===== config.mk =====
export PLATFORM = sky130hd
export DESIGN_NAME = wordq_reader
export DESIGN_NICKNAME = d
export VERILOG_FILES = /design/src/rtl/wordq_pkg.sv /design/src/rtl/wordq_bank.sv /design/src/rtl/wordq_stage.sv /design/src/rtl/wordq_reader.sv
export SDC_FILE = /design/constraint.sdc
export NUM_CORES = 1
export LEC_CHECK = 0
export CAP_MARGIN = 25
export CORE_AREA = 2 2 211 213
export CTS_CLUSTER_DIAMETER = 30
export DETAILED_ROUTE_END_ITERATION = 16
export DIE_AREA = 0 0 213 215
export DONT_BUFFER_PORTS = 1
export PLACE_DENSITY = 0.65
export SYNTH_ARGS = -nofsm -noshare
export SYNTH_HDL_FRONTEND = slang
export SYNTH_HIERARCHICAL = 1
export SYNTH_SLANG_ARGS = --single-unit
export TNS_END_PERCENT = 100

===== constraint.sdc =====
create_clock -name clk -period 29.8 [get_ports clk]
set_input_delay 1.49 -clock clk [delete_from_list [all_inputs] [get_ports clk]]
set_output_delay 1.49 -clock clk [all_outputs]
set_load 0.01 [all_outputs]

===== src/rtl/wordq_pkg.sv =====
package wordq_pkg;
    localparam int unsigned WQ_WORD_W = 32;

    typedef struct packed {
        logic                 vld;
        logic [WQ_WORD_W-1:0] data;
    } wq_word_t;

    function automatic wq_word_t wq_empty();
        wq_word_t w;
        w.vld  = 1'b0;
        w.data = '0;
        return w;
    endfunction
endpackage


===== src/rtl/wordq_bank.sv =====
module wordq_bank
    import wordq_pkg::*;
#(
    parameter int unsigned BLOCK_W = 512
) (
    input  logic               clk,
    input  logic               rst,
    input  logic [BLOCK_W-1:0] blk_data,
    input  logic               blk_valid,
    output logic               blk_ready,
    input  logic               take,
    output wq_word_t           head
);
    localparam int unsigned NW    = BLOCK_W / WQ_WORD_W;
    localparam int unsigned IDX_W = (NW > 1) ? $clog2(NW) : 1;
    localparam logic [IDX_W-1:0] LAST = IDX_W'(NW - 1);

    logic [BLOCK_W-1:0]   store;
    logic [IDX_W-1:0]     idx;
    logic                 full;
    logic [WQ_WORD_W-1:0] words [NW];

    for (genvar g = 0; g < NW; g++) begin : g_slice
        assign words[g] = store[g*WQ_WORD_W +: WQ_WORD_W];
    end

    assign blk_ready = !full;
    assign head.vld  = full;
    assign head.data = words[idx];

    always_ff @(posedge clk) begin
        if (!full && blk_valid) begin
            store <= blk_data;
        end
    end

    always_ff @(posedge clk) begin
        if (rst) begin
            full <= 1'b0;
            idx  <= '0;
        end else if (!full && blk_valid) begin
            full <= 1'b1;
            idx  <= '0;
        end else if (full && take) begin
            if (idx == LAST) begin
                full <= 1'b0;
                idx  <= '0;
            end else begin
                idx <= idx + 1'b1;
            end
        end
    end
endmodule


===== src/rtl/wordq_stage.sv =====
module wordq_stage
    import wordq_pkg::*;
(
    input  logic                 clk,
    input  logic                 rst,
    input  wq_word_t             src,
    output logic                 src_take,
    input  logic                 rd_strobe,
    output logic [WQ_WORD_W-1:0] rd_data,
    output logic                 rd_valid
);
    wq_word_t hold_q;
    wq_word_t slot_q;
    logic     consume;
    logic     hold_free;
    logic     slot_move;
    logic     slot_free;

    assign consume   = rd_strobe && hold_q.vld;
    assign hold_free = !hold_q.vld || consume;
    assign slot_move = slot_q.vld && hold_free;
    assign slot_free = !slot_q.vld || slot_move;
    assign src_take  = src.vld && slot_free;

    assign rd_data  = hold_q.data;
    assign rd_valid = hold_q.vld;

    always_ff @(posedge clk) begin
        if (rst) begin
            hold_q <= wq_empty();
            slot_q <= wq_empty();
        end else begin
            if (hold_free) begin
                hold_q <= slot_move ? slot_q : wq_empty();
            end
            if (slot_free) begin
                slot_q <= src_take ? src : wq_empty();
            end
        end
    end
endmodule


===== src/rtl/wordq_reader.sv =====
module wordq_reader
    import wordq_pkg::*;
#(
    parameter int unsigned BLOCK_W = 512
) (
    input  logic                 clk,
    input  logic                 rst,
    input  logic [BLOCK_W-1:0]   blk_data,
    input  logic                 blk_valid,
    output logic                 blk_ready,
    input  logic                 rd_strobe,
    output logic [WQ_WORD_W-1:0] rd_data,
    output logic                 rd_valid
);
    wq_word_t head;
    logic     take;

    wordq_bank #(.BLOCK_W(BLOCK_W)) u_bank (
        .clk       (clk),
        .rst       (rst),
        .blk_data  (blk_data),
        .blk_valid (blk_valid),
        .blk_ready (blk_ready),
        .take      (take),
        .head      (head)
    );

    wordq_stage u_stage (
        .clk       (clk),
        .rst       (rst),
        .src       (head),
        .src_take  (take),
        .rd_strobe (rd_strobe),
        .rd_data   (rd_data),
        .rd_valid  (rd_valid)
    );
endmodule


==> results.yml <==
status:
  status: "completed"
timing:
  fin_setup_tns_ns: 0
  relSlewSlack_pct: 21.81
  hold_violations: 0
  setup_viol: 0
  fmax_mhz: 261.1
  fin_crit_sh_pct: 12.85
  rsz0062_at_grt: "no"
  worst_pin_slew_ns: 1.173
  final-max-slew-violation-count: 0
  setup_slack_ns: 25.97
  period_minus_slack_ns: 3.830
  finClkSkew_ns: 0.02436
worst_setup_path:
  path_max_fanout: 172
  rr_endpoint: "u_bank/store[369]"
  arrival_ns: 4.12
  worstReg2RegStart: "u_bank/full"
  path_cells: "nor2b_4 > buf_4 > buf_12 > buf_4 > buf_16"
  worstPathRequired_ns: 30.09
  rr_worst_depth: 5
  worst_path_largest_cell_delay_ns: 0.71
  start_kind: "input port"
  critPathTopFamily: "buffers and inverters"
  crit_buf_inv: 4
  path_common_cell: "buf_4"
  reg2reg_slack_ns: 26.06
  critPathKind: "input port to register"
  end_kind: "register"
  critPathSlowestCell: "buf_12"
route:
  drtAntennaViolNets: 0
  wl_met1_um: 20500
  num_vias: 11035
  route.met3.wl_um: 5774
  wl_um: 55350
  drtIter0Drc: 1217
  post_drt_wl_per_cell_um: 29.74
  top_layer_used: "met5"
  vias_per_cell: 5.930
  drc_errors: 0
  route.met2.wl_um: 27960
  first_pass_iters: 5
layout:
  fin_nets: 1678
  layout-drive-gt1-share_pct: 27.23
  stdcell_count: 1861
  fin_area_um2: 26080
  fin_util_pct: 59.75
  area_growth_pct: 19.62
cts:
  cts_setup_buffers: 0
  cts-root-buf: "clkbuf_16"
  ctsHoldBuffers: 0
  clk_pin_slew_ns: 0.05
  clock_tree.buffer_depth: 3
  cts_buffers: 108
  htreeDepth: 3
  cts_sinks: 583
  cts_tree: "yes"
  ctsResizeCount: 0
  clk_latency_ns: 0.64
floorplanning:
  die_area_um2: 45800
  die_h_um: 215
  start_util_pct: 49.95
  die_w_um: 213
  rows: 77
  core_um2: 43640
  ios: 550
global_route:
  grt-ovfl-total: 0
  antenna_found_initial: 26
  grt_pass1_vias: 11544
  groute.usage.overall_pct: 23.92
  grt_pass1_wl_um: 77360
  grt_max_degree: 195
pwr:
  power_frac_seq_pct: 42.6
  p_sw_uw: 473.9
  comb_power_share_pct: 2.3
  power_frac_clock_pct: 55.1
  peakVddDrop_uv: 67.93
  p_leak_nw: 8.431
  p_per_area_nw_per_um2: 86.17
  p_int_mw: 1.773
  switching_share_pct: 21.09
synth:
  synthCells: 1112
  ys_ff_latch: 583
  synthFlopType: "edfxtp_1"
  syn_area_um2: 21800
  synthDistinctLibCells: 33
  ys_seq_area_share_pct: 77.04
  yosysWarningCount: 6
  avgSynthCellArea_um2: 19.61
  synth_edf_count: 512
  mappedNetlistNets: 1629
  async_flop_share_pct: 0
hold_path:
  min-delay-start: "u_stage/slot_q[19]"
  hp-class: "register to register"
  hold_end: "u_stage/slot_q[19]"
  holdPathStages: 2
placement:
  place_area_um2: 22220
  gp_congestion: 0.8093
  io_buffers: 0
  place_ws_ns: 25.09
  hpwl_um: 35150
  post-place-cells: 1641
run:
  cap_violations: 0
[worst min-delay path, stage by stage, from the launching register on]
cell	delay [ns]
dfxtp_1	0.31
nand2_1	0.05
a21oi_1	0.05
[registers in the layout (all words and copies together), names as in the netlist]
register and cells:
u_stage/rd_valid 1, u_bank/full 1, u_stage/slot_q 33, u_stage/rd_data 32
u_bank/idx 4, u_bank/store 512
[worst max-delay path by stage]
| stage | startpoint | endpoint | slack (ns) | depth (start not counted) |
|---|---|---|---|---|
| after floorplan | blk_valid | u_bank/store[0] | 4.88 | 1 |
| after global placement | blk_valid | u_bank/store[143] | 25.16 | 4 |
| after detailed placement | blk_valid | u_bank/store[207] | 25.09 | 4 |
| after CTS | blk_valid | u_bank/store[46] | 25.75 | 4 |
| after global routing | blk_valid | u_bank/store[305] | 25.85 | 5 |
| final | blk_valid | u_bank/store[369] | 25.97 | 5 |
[layer usage]
layer,global-route usage (%),vias to the layer above
li1,-,4667
met1,28.57,5680
met2,38.46,578
met3,10.99,88
met4,7.995,22
met5,0,-
[metrics by stage]
stage / hold WS [ns] / total power, mW
floorplan: 0.4321 / 1.040
global route: 0.4700 / 2.305
CTS: 0.4472 / 2.259
global placement: 0.4336 / 1.020
detailed placement: 0.4408 / 1.023
finish: 0.4484 / 2.247
[final cells by class]
class / count / area [um^2]
Antenna cell: 13 / 32.53
Clock buffer: 120 / 2895
Clock inverter: 85 / 880.8
Fill cell: 3051 / 17560
Inverter: 2 / 7.507
Multi-Input combinational cell: 452 / 4542
Sequential cell: 583 / 16810
Tap cell: 592 / 740.7
Timing Repair Buffer: 14 / 170.2
[synth_stat cells, types with 3 or more instances]
master,count,share of area [%]
edfxtp_1,512,71
mux4_2,126,13
dfxtp_1,71,6.5
a21oi_1,67,1.5
nand2_1,67,1.2
nand3_1,66,1.5
o22ai_1,64,1.8
nor2_1,39,0.67
buf_2,28,0.64
clkbuf_1,23,0.40
buf_4,9,0.31
buf_6,8,0.41
buf_12,3,0.28
nand2b_1,3,0.086
[power groups by stage]
| stage | sequential, mW | combinational, mW | clock [mW] |
|---|---|---|---|
| after floorplan | 0.997 | 0.0438 | 0 |
| after global placement | 0.969 | 0.0508 | 0 |
| after detailed placement | 0.972 | 0.0518 | 0 |
| after CTS | 0.957 | 0.0519 | 1.25 |
| after global routing | 0.960 | 0.0567 | 1.29 |
| final | 0.957 | 0.0525 | 1.24 |
[cell usage in the layout (no fill, tap or decap), types with 2 or more instances in the layout]
| cell type | synthesis | final |
|---|---|---|
| bufinv_16 | 0 | 12 |
| dfxtp_4 | 0 | 3 |
| edfxtp_1 | 512 | 512 |
| buf_12 | 3 | 2 |
| o21ai_0 | 2 | 2 |
| clkbuf_8 | 0 | 2 |
| mux4_1 | 2 | 2 |
| dfxtp_2 | 0 | 2 |
| a21oi_1 | 67 | 67 |
| nor2b_4 | 0 | 2 |
| clkinv_1 | 0 | 14 |
| nor2_1 | 39 | 39 |
| diode_2 | 0 | 13 |
| nand2_1 | 67 | 66 |
| clkinv_2 | 0 | 14 |
| buf_4 | 9 | 10 |
| buf_16 | 0 | 2 |
| clkbuf_1 | 23 | 4 |
| inv_6 | 0 | 18 |
| mux4_2 | 126 | 126 |
| nand2b_2 | 0 | 3 |
| clkbuf_16 | 0 | 114 |
| clkinvlp_4 | 0 | 12 |
| clkinv_4 | 0 | 13 |
| o22ai_1 | 64 | 64 |
| inv_1 | 2 | 2 |
| dfxtp_1 | 71 | 66 |
| nand3_1 | 66 | 66 |
[logic make-up (layout without fill, tap and decap cells)]
kind of cell,Yosys count,after routing,synth area share [%]
AOI/OAI and AO/OA,136,136,3.541
xor gates and xnor gates,1,1,0.04018
other,0,13,0
and+or+nand+nor,185,185,3.765
adders and majority gates,1,1,0.05738
muxes,129,129,13.31
DFF,583,583,77.04
buffers and inverters,77,221,2.244
Note: power is estimated with default switching activity, not from simulation.
